File: config.mk
export PLATFORM = sky130hd
export DESIGN_NAME = wake_ctrl
export DESIGN_NICKNAME = d
export VERILOG_FILES = /design/src/rtl/wake_pkg.sv /design/src/rtl/wake_pin_sync.sv /design/src/rtl/wake_regs.sv /design/src/rtl/wake_seq.sv /design/src/rtl/wake_ctrl.sv
export SDC_FILE = /design/constraint.sdc
export NUM_CORES = 1
export LEC_CHECK = 0
export ABC_AREA = 1
export BUFFER_PORTS_ARGS = -buffer_cell sky130_fd_sc_hd__buf_4
export CAP_MARGIN = 15
export CORE_MARGIN = 4
export CORE_UTILIZATION = 55
export CTS_CLUSTER_DIAMETER = 50
export DETAILED_ROUTE_END_ITERATION = 7
export MAX_ROUTING_LAYER = met4
export PLACE_DENSITY = 0.9
export SYNTH_ARGS = -nofsm -noshare
export SYNTH_HDL_FRONTEND = slang
export SYNTH_SLANG_ARGS = --single-unit
File: constraint.sdc
create_clock -name clk_i -period 2.3 [get_ports clk_i]
set_clock_uncertainty 0.15 [all_clocks]
set_input_delay 0.575 -clock clk_i [delete_from_list [all_inputs] [get_ports clk_i]]
set_output_delay 0.575 -clock clk_i [all_outputs]
set_load 0.02 [all_outputs]
File: src/rtl/wake_pkg.sv
package wake_pkg;
  localparam int unsigned REG_W = 8;

  typedef enum logic [1:0] {
    PWR_ACTIVE = 2'b00,
    PWR_LIGHT  = 2'b01,
    PWR_DEEP   = 2'b10
  } pwr_state_e;

  localparam int unsigned REG_PM_FLAG  = 0;
  localparam int unsigned REG_PM_EN    = 1;
  localparam int unsigned REG_RTC_FLAG = 2;
  localparam int unsigned REG_WAKE_CFG = 3;
  localparam int unsigned REG_PERIPH   = 4;
  localparam int unsigned REG_STATUS   = 5;

  localparam int unsigned PMF_SUPPLY = 7;
  localparam int unsigned PMF_VDELTA = 3;
  localparam int unsigned PMF_TEMP   = 0;
  localparam int unsigned PME_VDELTA = 3;
  localparam int unsigned PME_TEMP   = 0;
  localparam int unsigned RTCF_ALARM = 6;
  localparam int unsigned RTCF_TICK  = 2;
  localparam int unsigned PER_RXF    = 7;
  localparam int unsigned PER_RAIL   = 6;

  typedef struct packed {
    logic       alarm_en;
    logic       tick_en;
    logic       ext1_rise;
    logic       ext0_rise;
    logic [2:0] ext1_code;
    logic       ext0_en;
  } wake_cfg_t;

  typedef struct packed {
    logic temp;
    logic vdelta;
    logic supply;
    logic tick;
    logic alarm;
    logic rx;
  } wake_flags_t;
endpackage

File: src/rtl/wake_pin_sync.sv
module wake_pin_sync #(
  parameter int unsigned N      = 4,
  parameter int unsigned STAGES = 2,
  parameter logic [N-1:0] RST_VAL = '0
) (
  input  logic         clk_i,
  input  logic         rst_ni,
  input  logic [N-1:0] pin_i,
  output logic [N-1:0] lvl_o,
  output logic [N-1:0] rise_o,
  output logic [N-1:0] fall_o
);
  for (genvar g = 0; g < N; g++) begin : g_pin
    // chain[STAGES-1] is the synchronized level, chain[STAGES] its history
    logic [STAGES:0] chain;
    always_ff @(posedge clk_i or negedge rst_ni) begin
      if (!rst_ni) chain <= {(STAGES+1){RST_VAL[g]}};
      else         chain <= {chain[STAGES-1:0], pin_i[g]};
    end
    assign lvl_o[g]  = chain[STAGES-1];
    assign rise_o[g] = chain[STAGES-1] & ~chain[STAGES];
    assign fall_o[g] = ~chain[STAGES-1] & chain[STAGES];
  end
endmodule

File: src/rtl/wake_regs.sv
module wake_regs
  import wake_pkg::*;
#(
  parameter int unsigned ADDR_W = 3
) (
  input  logic              clk_i,
  input  logic              rst_ni,
  input  logic              wr_en_i,
  input  logic [ADDR_W-1:0] wr_addr_i,
  input  logic [REG_W-1:0]  wr_data_i,
  input  logic [ADDR_W-1:0] rd_addr_i,
  output logic [REG_W-1:0]  rd_data_o,
  input  logic              temp_evt_i,
  input  logic              vdelta_evt_i,
  input  logic              supply_evt_i,
  input  logic              tick_evt_i,
  input  logic              alarm_evt_i,
  input  logic              rx_edge_i,
  input  logic [1:0]        state_i,
  input  logic              sleep_rej_i,
  output wake_flags_t       flags_o,
  output logic              temp_en_o,
  output logic              vdelta_en_o,
  output wake_cfg_t         cfg_o,
  output logic [1:0]        rx_mode_o
);
  localparam logic [ADDR_W-1:0] A_PMF = ADDR_W'(REG_PM_FLAG);
  localparam logic [ADDR_W-1:0] A_PME = ADDR_W'(REG_PM_EN);
  localparam logic [ADDR_W-1:0] A_RTC = ADDR_W'(REG_RTC_FLAG);
  localparam logic [ADDR_W-1:0] A_CFG = ADDR_W'(REG_WAKE_CFG);
  localparam logic [ADDR_W-1:0] A_PER = ADDR_W'(REG_PERIPH);
  localparam logic [ADDR_W-1:0] A_STS = ADDR_W'(REG_STATUS);

  wake_flags_t flags_q;
  wake_cfg_t   cfg_q;
  logic        temp_en_q, vdelta_en_q, rail_q;
  logic [1:0]  rx_mode_q;
  logic        hit_pmf, hit_pme, hit_rtc, hit_cfg, hit_per;

  assign hit_pmf = wr_en_i && (wr_addr_i == A_PMF);
  assign hit_pme = wr_en_i && (wr_addr_i == A_PME);
  assign hit_rtc = wr_en_i && (wr_addr_i == A_RTC);
  assign hit_cfg = wr_en_i && (wr_addr_i == A_CFG);
  assign hit_per = wr_en_i && (wr_addr_i == A_PER);

  // event beats a same-cycle clear
  function automatic logic w1c(logic cur, logic evt, logic clr);
    return evt | (cur & ~clr);
  endfunction

  always_ff @(posedge clk_i or negedge rst_ni) begin
    if (!rst_ni) begin
      flags_q     <= '0;
      cfg_q       <= '0;
      temp_en_q   <= 1'b0;
      vdelta_en_q <= 1'b0;
      rail_q      <= 1'b0;
      rx_mode_q   <= 2'b00;
    end else begin
      flags_q.temp   <= w1c(flags_q.temp, temp_evt_i & temp_en_q,
                            hit_pmf & wr_data_i[PMF_TEMP]);
      flags_q.vdelta <= w1c(flags_q.vdelta, vdelta_evt_i,
                            hit_pmf & wr_data_i[PMF_VDELTA]);
      flags_q.supply <= w1c(flags_q.supply, supply_evt_i,
                            hit_pmf & wr_data_i[PMF_SUPPLY]);
      flags_q.tick   <= w1c(flags_q.tick, tick_evt_i,
                            hit_rtc & wr_data_i[RTCF_TICK]);
      flags_q.alarm  <= w1c(flags_q.alarm, alarm_evt_i,
                            hit_rtc & wr_data_i[RTCF_ALARM]);
      flags_q.rx     <= w1c(flags_q.rx, rx_edge_i,
                            hit_per & wr_data_i[PER_RXF]);
      rail_q         <= rail_q | supply_evt_i;
      if (hit_pme) begin
        temp_en_q   <= wr_data_i[PME_TEMP];
        vdelta_en_q <= wr_data_i[PME_VDELTA];
      end
      if (hit_cfg) cfg_q <= wake_cfg_t'(wr_data_i);
      if (hit_per) rx_mode_q <= wr_data_i[1:0];
    end
  end

  always_comb begin
    rd_data_o = '0;
    case (rd_addr_i)
      A_PMF: begin
        rd_data_o[PMF_SUPPLY] = flags_q.supply;
        rd_data_o[PMF_VDELTA] = flags_q.vdelta;
        rd_data_o[PMF_TEMP]   = flags_q.temp;
      end
      A_PME: begin
        rd_data_o[PME_VDELTA] = vdelta_en_q;
        rd_data_o[PME_TEMP]   = temp_en_q;
      end
      A_RTC: begin
        rd_data_o[RTCF_ALARM] = flags_q.alarm;
        rd_data_o[RTCF_TICK]  = flags_q.tick;
      end
      A_CFG: rd_data_o = cfg_q;
      A_PER: begin
        rd_data_o[PER_RXF]  = flags_q.rx;
        rd_data_o[PER_RAIL] = rail_q;
        rd_data_o[1:0]      = rx_mode_q;
      end
      A_STS: rd_data_o[2:0] = {sleep_rej_i, state_i};
      default: rd_data_o = '0;
    endcase
  end

  assign flags_o     = flags_q;
  assign cfg_o       = cfg_q;
  assign temp_en_o   = temp_en_q;
  assign vdelta_en_o = vdelta_en_q;
  assign rx_mode_o   = rx_mode_q;
endmodule

File: src/rtl/wake_seq.sv
module wake_seq
  import wake_pkg::*;
(
  input  logic       clk_i,
  input  logic       rst_ni,
  input  logic       sleep_req_i,
  input  logic       pending_i,
  input  logic       wake_evt_i,
  input  logic       rst_pin_low_i,
  output pwr_state_e state_o,
  output logic       wake_o,
  output logic       sleep_rej_o
);
  pwr_state_e state_q;
  logic       wake_q, rej_q;

  always_ff @(posedge clk_i or negedge rst_ni) begin
    if (!rst_ni) begin
      state_q <= PWR_ACTIVE;
      wake_q  <= 1'b0;
      rej_q   <= 1'b0;
    end else begin
      wake_q <= 1'b0;
      if (state_q == PWR_DEEP) begin
        if (rst_pin_low_i) begin
          state_q <= PWR_LIGHT;
          wake_q  <= 1'b1;
        end else if (wake_evt_i) begin
          state_q <= PWR_ACTIVE;
          wake_q  <= 1'b1;
        end
      end else if (sleep_req_i) begin
        if (pending_i) begin
          rej_q <= 1'b1;
        end else begin
          rej_q   <= 1'b0;
          state_q <= PWR_DEEP;
        end
      end
    end
  end

  assign state_o     = state_q;
  assign wake_o      = wake_q;
  assign sleep_rej_o = rej_q;
endmodule

File: src/rtl/wake_ctrl.sv
module wake_ctrl
  import wake_pkg::*;
#(
  parameter int unsigned SYNC_STAGES = 2,
  parameter int unsigned ADDR_W      = 3
) (
  input  logic              clk_i,
  input  logic              rst_ni,
  input  logic              temp_evt_i,
  input  logic              vdelta_evt_i,
  input  logic              supply_evt_i,
  input  logic              rtc_tick_evt_i,
  input  logic              rtc_alarm_evt_i,
  input  logic              ext0_pin_i,
  input  logic              ext1_pin_i,
  input  logic              rx_pin_i,
  input  logic              ext_rst_ni,
  input  logic              sleep_req_i,
  input  logic              wr_en_i,
  input  logic [ADDR_W-1:0] wr_addr_i,
  input  logic [7:0]        wr_data_i,
  input  logic [ADDR_W-1:0] rd_addr_i,
  output logic [7:0]        rd_data_o,
  output logic [1:0]        pwr_state_o,
  output logic              wake_o,
  output logic              sleep_rej_o
);
  localparam int unsigned NPIN = 4;
  localparam int unsigned P_EXT0 = 0, P_EXT1 = 1, P_RX = 2, P_RST = 3;
  localparam logic [NPIN-1:0] PIN_RST = 4'b1000;

  logic [NPIN-1:0] pin_lvl, pin_rise, pin_fall;
  wake_flags_t     flags;
  wake_cfg_t       cfg;
  logic            temp_en, vdelta_en;
  logic [1:0]      rx_mode;
  logic            rx_armed, rx_edge, ext0_wake, ext1_wake;
  logic            pending, wake_evt, rst_pin_low;
  pwr_state_e      state;

  wake_pin_sync #(
    .N(NPIN), .STAGES(SYNC_STAGES), .RST_VAL(PIN_RST)
  ) u_sync (
    .clk_i (clk_i),
    .rst_ni(rst_ni),
    .pin_i ({ext_rst_ni, rx_pin_i, ext1_pin_i, ext0_pin_i}),
    .lvl_o (pin_lvl),
    .rise_o(pin_rise),
    .fall_o(pin_fall)
  );

  assign rx_armed    = (rx_mode == 2'b11);
  assign rx_edge     = rx_armed & (pin_rise[P_RX] | pin_fall[P_RX]);
  assign ext0_wake   = cfg.ext0_en &
                       (cfg.ext0_rise ? pin_rise[P_EXT0] : pin_fall[P_EXT0]);
  assign ext1_wake   = (cfg.ext1_code[2:1] == 2'b11) &
                       (cfg.ext1_rise ? pin_rise[P_EXT1] : pin_fall[P_EXT1]);
  assign rst_pin_low = ~pin_lvl[P_RST];

  assign pending = (flags.temp & temp_en) | (flags.vdelta & vdelta_en) |
                   flags.supply | (flags.tick & cfg.tick_en) |
                   (flags.alarm & cfg.alarm_en) | (flags.rx & rx_armed);
  assign wake_evt = pending | ext0_wake | ext1_wake;

  wake_regs #(.ADDR_W(ADDR_W)) u_regs (
    .clk_i       (clk_i),
    .rst_ni      (rst_ni),
    .wr_en_i     (wr_en_i),
    .wr_addr_i   (wr_addr_i),
    .wr_data_i   (wr_data_i),
    .rd_addr_i   (rd_addr_i),
    .rd_data_o   (rd_data_o),
    .temp_evt_i  (temp_evt_i),
    .vdelta_evt_i(vdelta_evt_i),
    .supply_evt_i(supply_evt_i),
    .tick_evt_i  (rtc_tick_evt_i),
    .alarm_evt_i (rtc_alarm_evt_i),
    .rx_edge_i   (rx_edge),
    .state_i     (state),
    .sleep_rej_i (sleep_rej_o),
    .flags_o     (flags),
    .temp_en_o   (temp_en),
    .vdelta_en_o (vdelta_en),
    .cfg_o       (cfg),
    .rx_mode_o   (rx_mode)
  );

  wake_seq u_seq (
    .clk_i        (clk_i),
    .rst_ni       (rst_ni),
    .sleep_req_i  (sleep_req_i),
    .pending_i    (pending),
    .wake_evt_i   (wake_evt),
    .rst_pin_low_i(rst_pin_low),
    .state_o      (state),
    .wake_o       (wake_o),
    .sleep_rej_o  (sleep_rej_o)
  );

  assign pwr_state_o = state;
endmodule

==> Yosys cells after proc, flatten, opt, wreduce, memory -nomap -nowiden <==
Index checks and enable logic that the tools add are counted.
{ "word_totals": {"inputBits": 27, "reg_bits": 34, "wordCells": 120, "out_inout_bits": 12} }
{ "op_classes": {"muxes": 18, "n_eq_ne": 14, "bitwise": 55, "n_reduce_logical": 10} }
{ "ops": {"columns": ["operator", "n"], "rows": [
  ["$and 1x1->1", 27],
  ["$or 1x1->1", 15],
  ["$pmux 1 s3", 5],
  ["$not 1->1", 13],
  ["$eq 3x2->1 const B", 4],
  ["$mux 2", 6],
  ["$eq 3x3->1 const B", 3],
  ["$eq 2x2->1 const B", 3],
  ["$eq 3x1->1 const B", 2],
  ["$logic_not 3->1", 2],
  ["$mux 1", 6],
  ["$logic_and 1x1->1", 5],
  ["$pmux 1 s5", 1],
  ["$ne 3x2->1 const B", 1],
  ["$reduce_and 3->1", 1],
  ["$ne 2x1->1 const B", 1],
  ["$reduce_and 2->1", 1],
  ["$reduce_bool 2->1", 1]
]} }

==> Logic depth before layout (Yosys ltp) <==
Gate-level depths: netlist (run 1).
{ "depth": {"depth_word": 11, "mapped_depth": 8} }

==> By module <==
A second synthesis (run 1) with hierarchy kept.
{ "hier_totals": {"hier_cells": 205, "area_unflattened_um2": 1716.6} }
{ "modules_own_cells": {"columns": ["module", "n_inst", "area_each_um2", "cells_per_inst", "seq_area_each_um2"], "rows": [
  ["wake_regs", 1, 1027.2, 128, 475.5],
  ["wake_pin_sync", 1, 394.1, 32, 304.0],
  ["wake_seq", 1, 176.4, 18, 100.1],
  ["wake_ctrl", 1, 118.9, 27, 0.0]
]} }

==> Worst setup path before layout (run 1) <==
Ideal clock, no wire load.
{ "synth_timing": {"path_type": "input to output", "startpoint": "input rd_addr_i[2]", "endpoint": "output rd_data_o[0]", "required_time_ns": 1.575, "setup_slack_ns": 0.353, "path_buffers": 0, "stages": 5, "arrival_ns": 1.222, "cell_sequence": "inv_1 > nand3_1 > inv_1 > a32oi_1 > nand4_1"} }
{ "synth_via": {"elab_chain_cells": 2, "word_cells_on_any_way": 6} }
{ "synth_rtl": {"columns": ["item", "line_no", "source"], "rows": [
  ["start, declared", "wake_ctrl.sv:22", "input logic [ADDR_W-1:0] rd_addr_i,"],
  ["$eq 3x3->1, or another cell as far along", "wake_regs.sv:84", "case (rd_addr_i)"],
  ["$pmux 1 s5 *", "wake_regs.sv:84", null],
  ["end, declared", "wake_ctrl.sv:23", "output logic [7:0] rd_data_o,"]
]} }
Mark *: on every way between the ends. The rest lies on a longest branch, timed or not.

==> Final worst setup path (run 1) <==
{ "layout_timing": {"startpoint": "input rd_addr_i[2]", "endpoint": "output rd_data_o[6]"} }
{ "layout_via": {"elab_chain_cells": 2, "word_cells_on_any_way": 4} }
{ "layout_rtl": {"columns": ["item", "line_no"], "rows": [
  ["$eq 3x3->1 or $eq 3x2->1 (tied branches)", "wake_regs.sv:84"],
  ["$pmux 1 s3 *", "wake_regs.sv:84"]
]} }
Marked as above.

==> impl_metrics.yaml, run 1 <==
cts:
  cts_sinks: 34
  cts.clk_slew.worst_paths_ns: 0.10
  cts_setup_buffers: 0
  cts_max_path_buffers: 2
  htreeDepth: 2
  clk_latency_ns: 0.34
  clockRootBuffer: "clkbuf_4"
  cts_tree: "yes"
  postCtsHoldBufs: 0
  cts_made_buffers: 5
grt:
  busiest_layer: "met2"
  antenna_found_initial: 0
  grt.met3_usage: 0.0713
  grt_pass1_wl_mm: 5.66
  use_met2: 0.375
  gr-total-overflow: 0
  grt_start_max_net_pins: 35
  grt_pass1_vias: 1307
  track_usage: 0.223
  use_met1: 0.242
placement:
  dp_hpwl_mm: 2.62
  dpl_cell_area_um2: 1810
  io_buffers: 38
  gp_congestion: 0.943
timing:
  finalSetupTns_ns: 0
  period_needed_ns: 2.21
  hold_viol: 0
  setup_violations: 0
  slew_headroom: 0.719
  rsz0062_at_grt: "no"
  drv_slew: 0
  min_period_over_period: 0.961
  worstMarginPinSlew_ns: 0.421
  timing.fmax_mhz: 452
detailed_routing:
  drtAntennaViolNets: 0
  wire_per_inst_um: 13.6
  vias: 1355
  drt-pass1-iter-count: 4
  vias_per_cell: 5.42
  finalWirelength_mm: 3.40
  drt-initial-drc-count: 67
  drc: 0
setup_path:
  critical-path-slowest-cell: "inv_1"
  path_cells: "buf_4, inv_1, nand3_1, inv_2, nand2_1, nand3_1, buf_4"
  max_stage_delay_ns: 0.17
  cp.arrival_ns: 1.49
  critical_path_class: "input pin to primary output"
  cp_top_family: "buffers and inverters"
  critPathCaptureType: "primary output"
  timing.critical_path.buf_inv: 4
  start_kind: "input pin"
  cp.required_ns: 1.57
  path_max_fanout: 7
yosys:
  yosysWarnings: 0
  synth_top_cell_by_area: "dfrtp_1"
  synth_area_um2: 1490
  synth_top_area_frac: 0.537
  synth_top_family_by_area: "simple AND/OR/NAND/NOR gates"
  synth-simple-area-share: 0.274
  syn_nets: 202
  ys_ff_latch: 34
  netlist_instances: 175
  synth_compound_area_frac: 0.0847
  muxShareOfSynthArea: 0
  yosysSeqAreaShare: 0.572
  yosysUniqueCellTypes: 21
  synth_xor_area_frac: 0
  synth_fa_ha_area_frac: 0
  yosys-top-cells-area: "dfrtp_1, nand2_1, inv_1"
  syn_area_per_cell_um2: 8.52
floorplanning:
  num_rows: 18
  die-height_um: 60.1
  die_area_um2: 3610
  start_util: 0.591
  die_w_um: 60.1
  boundaryPins: 39
  core-area_um2: 2520
status:
  status: "finished clean"
pwr:
  p_clk_frac: 0.264
  switching_power_w: 0.000519
  p_leak_nw: 0.970
  p_int_w: 0.00109
  irDropWorstVdd_mv: 0.668
  cellPowerDensity_nw_per_um2: 856
  swShare: 0.322
  power_frac_comb: 0.255
  power_w: 0.00161
  seq_power_share: 0.481
cells_and_area:
  final_nets: 246
  multiInputGateArea_um2: 536
  fillCellCount: 193
  syn2layout_area_growth_pct: 26.3
  register_area_um2: 853
  final_area_um2: 1880
  antenna_cells: 0
  drive_gt1_frac: 0.255
job:
  drv_cap: 0
min_path:
  hp-class: "input pin to asynchronous set/reset pin"
[worst reg2reg max path, delay by kind of cell (launching register included)]
family	cells	cell delay [ns]
AND/OR/NAND/NOR	7	0.56
AO/OA/AOI/OAI	1	0.16
flip-flops	1	0.42
[stage by stage]
stage	utilization	cells	setup slack [ns]	hold slack, ns
floorplan	-	175	0.353	0.129
global placement	0.716	242	0.141	0.183
detailed placement	0.716	242	0.0852	0.186
CTS	0.747	250	0.0589	0.0168
global route	0.747	250	0.0333	0.0380
finish	0.747	250	0.0899	0.0122
[flip-flops by register name (all words and copies together), names as in the netlist]
register            cells
u_regs.cfg_o            8
u_regs.flags_o          6
u_regs.vdelta_en_o      1
u_regs.rail_q           1
u_sync.g_pin.chain     11
u_seq.state_o           2
u_regs.rx_mode_o        2
u_seq.sleep_rej_o       1
u_seq.wake_o            1
u_regs.temp_en_o        1
[placed cells by master (no fill, tap or decap)]
master,instances
inv_2,1
dfrtp_1,32
or2_2,1
a32oi_1,1
clkbuf_4,5
bufinv_16,1
nand2_1,54
clkinv_2,2
buf_4,39
nand4_1,4
nand3_2,1
inv_1,22
nand2_2,1
nor2_2,1
o21ai_0,11
o21bai_1,1
nor3_1,3
nor2_4,2
o21ai_1,6
or2_1,1
dfstp_2,2
nand3_1,15
a21oi_1,5
nor2_1,9
[power groups by stage]
stage          Combinational (W)  Sequential, W  Clock (W)
6_report                0.000411       0.000775   0.000425
3_5_place_dp            0.000415       0.000784          0
3_3_place_gp            0.000396       0.000779          0
4_1_cts                 0.000416       0.000773   0.000431
5_1_grt                 0.000460       0.000786   0.000452
2_1_floorplan           0.000226       0.000807          0
[cell usage after synthesis]
cell type  instances
nand2_1           54
dfrtp_1           32
inv_1             23
nand3_1           15
o21ai_0           11
nor2_1             9
o21ai_1            6
a21oi_1            5
nand4_1            4
nor3_1             3
dfstp_2            2
nor2_4             2
a32oi_1            1
buf_2              1
buf_6              1
nand2_2            1
nand3_2            1
nor2_2             1
o21bai_1           1
or2_1              1
or2_2              1
[kinds of logic after synthesis]
kind of cell	count (synthesis)
simple gates	92
flops	34
buf+inv	25
compound gates	24
[path summary, 6_finish.rpt]
path,start,endpoint,cells after the start,slack (ns)
worst max register to register,u_regs.flags_o[1],u_seq.state_o[0],8,0.92
worst max-delay path,rd_addr_i[2],rd_data_o[6],7,0.09
max in group asynchronous,rst_ni,u_sync.g_pin[3].chain[0],1,1.66
min in group clk_i,rx_pin_i,u_sync.g_pin[2].chain[0],1,0.18
worst min-delay path,rst_ni,u_sync.g_pin[1].chain[1],1,0.01
worst min register to register,u_sync.g_pin[2].chain[0],u_sync.g_pin[2].chain[1],0,0.21
[timing repair]
item                                    CTS  global route
endpoints found under the hold margin     0             0
resized for setup                         0             1
endpoints found under the setup margin    0             6
[layer usage]
metal  routed length (um)  vias up
met5                    0        -
met4                   85        0
met3                  244       12
met2                 1780       54
met1                 1290      643
li1                     -      646
[cell type report]
cell class | count | share of cell area
repair buffers | 39 | 0.155
inverters | 23 | 0.0458
multi-input cells | 116 | 0.284
well taps | 30 | 0.0199
clock inverters | 3 | 0.0213
clock buffers | 5 | 0.0199
flip-flops and latches | 34 | 0.453
Power figures use the tool's default switching activity.
==> inputs of run 2 (changes only) <==
--- a/config.mk
+++ b/config.mk
@@ -14,6 +14,7 @@
 export DETAILED_ROUTE_END_ITERATION = 7
 export MAX_ROUTING_LAYER = met4
 export PLACE_DENSITY = 0.9
+export SETUP_SLACK_MARGIN = 0.4
 export SYNTH_ARGS = -nofsm -noshare
 export SYNTH_HDL_FRONTEND = slang
 export SYNTH_SLANG_ARGS = --single-unit
==> run 2 against run 1 <==
  * Critical path depth unchanged
  * Cell count increased by 2.0%
  * Sequential power increased by 0.8%
  * Clock power increased by 3%
  * Flip-flop and latch count unchanged
  * Sequential share of layout area decreased by 3.5 points
  * Global-route usage increased by 4.2 points
  * Hold slack got worse by 0.0087 ns
  * Critical endpoint is now rd_data_o[0]
  * Largest power group unchanged
==> impl_metrics.yaml, run 2 (synthesized netlist as in run 1, its figures left out) <==
cells_and_area:
  top_register: "u_sync.g_pin.chain"
  largest_reg_flops: 11
  final_area_um2: 2040
  register_area_um2: 853
  final_nets: 251
  multiInputGateArea_um2: 606
  fillCellCount: 154
  syn2layout_area_growth_pct: 36.7
  final_common_cell: "nand2_1"
  layout_common_cells: "nand2_1, buf_4, dfrtp_1"
  drive_gt1_frac: 0.329
  antenna_cells: 0
timing:
  setup_violations: 0
  period_needed_ns: 2.15
  hold_viol: 0
  rsz0062_at_grt: "yes"
  timing.fmax_mhz: 465
  min_period_over_period: 0.936
  finalSetupTns_ns: 0
  slew_headroom: 0.721
  worstMarginPinSlew_ns: 0.419
  drv_slew: 0
job:
  drv_cap: 0
cts:
  htreeDepth: 2
  cts.clk_slew.worst_paths_ns: 0.11
  cts_max_path_buffers: 2
  cts_made_buffers: 5
  cts_tree: "yes"
  cts_sinks: 34
  clk_latency_ns: 0.34
  clockRootBuffer: "clkbuf_4"
  postCtsHoldBufs: 0
placement:
  gp_congestion: 0.879
  dpl_cell_area_um2: 1810
  dp_hpwl_mm: 2.50
  io_buffers: 38
detailed_routing:
  finalWirelength_mm: 3.90
  drc: 0
  drtAntennaViolNets: 0
  drt-pass1-iter-count: 5
  drt-initial-drc-count: 85
  wire_per_inst_um: 15.3
  vias_per_cell: 5.47
  vias: 1395
setup_path:
  start_kind: "input pin"
  startpoint: "rd_addr_i[2]"
  r2r_slack_ns: 0.85
  critPathCaptureType: "primary output"
  reg2regPathDepth: 8
  cp.required_ns: 1.57
  path_max_fanout: 6
  cp.arrival_ns: 1.43
  worstReg2RegEnd: "u_seq.state_o[1]"
  r2r-start: "u_regs.flags_o[1]"
  critical_path_class: "input pin to primary output"
floorplanning:
  die_area_um2: 3610
  num_rows: 18
  boundaryPins: 39
  die-height_um: 60.1
  die_w_um: 60.1
  start_util: 0.591
  core-area_um2: 2520
grt:
  grt_start_max_net_pins: 35
  gr-total-overflow: 0
  grt_pass1_wl_mm: 6.55
  grt_pass1_vias: 1412
  track_usage: 0.265
  antenna_found_initial: 0
min_path:
  hp-class: "input pin to asynchronous set/reset pin"
pwr:
  irDropWorstVdd_mv: 0.837
  p_leak_nw: 1.02
  power_w: 0.00168
  cellPowerDensity_nw_per_um2: 823
status:
  status: "finished clean"
run 2: area by class of cell:
class,instances,share of cell area
Tap cell,30,0.0184
Multi-Input combinational cell,116,0.297
Clock buffer,5,0.0184
Sequential cell,34,0.418
Timing Repair Buffer,44,0.180
Inverter,23,0.0454
Clock inverter,3,0.0221
run 2: worst max path at each step:
stage / slack, ns / to
2_1_floorplan: 0.39 / rd_data_o[0]
3_3_place_gp: 0.16 / rd_data_o[0]
3_5_place_dp: 0.12 / rd_data_o[6]
4_1_cts: 0.19 / rd_data_o[0]
5_1_grt: 0.06 / rd_data_o[0]
6_report: 0.15 / rd_data_o[0]
run 2: timing repair:
action | CTS | global route
buffers inserted | 5 | 1
pin swaps | 5 | 4
gates resized for setup | 21 | 5
endpoints found under the hold margin | 0 | 0
endpoints found under the setup margin | 8 | 8
run 2: metal layers:
layer  routed length [um]  part of all wire  track usage
met2                 2020              0.52        0.458
met1                 1520              0.39        0.286
met5                    0                 0            -
met4                  111             0.028        0.130
met3                  239             0.061       0.0540
run 2: metrics by stage:
stage | cells | hold slack, ns | setup slack [ns] | util
finish | 255 | 0.00346 | 0.148 | 0.809
global route | 255 | 0.0237 | 0.0644 | 0.809
CTS | 254 | 0.0128 | 0.185 | 0.798
detailed placement | 241 | 0.187 | 0.118 | 0.717
global placement | 241 | 0.183 | 0.164 | 0.717
floorplan | 175 | 0.129 | 0.387 | -
run 2: worst max-delay path, stage by stage:
cell        delay, ns
buf_8            0.08
clkinvlp_4       0.15
nand3_2          0.13
inv_4            0.05
a32oi_1          0.16
nand4_1          0.10
buf_4            0.17
run 2: where the power goes:
part	internal (W)	switching [W]	total (W)
Sequential	0.000696	0.0000858	0.000781
Combinational	0.000189	0.000270	0.000459
Clock	0.000228	0.000211	0.000439
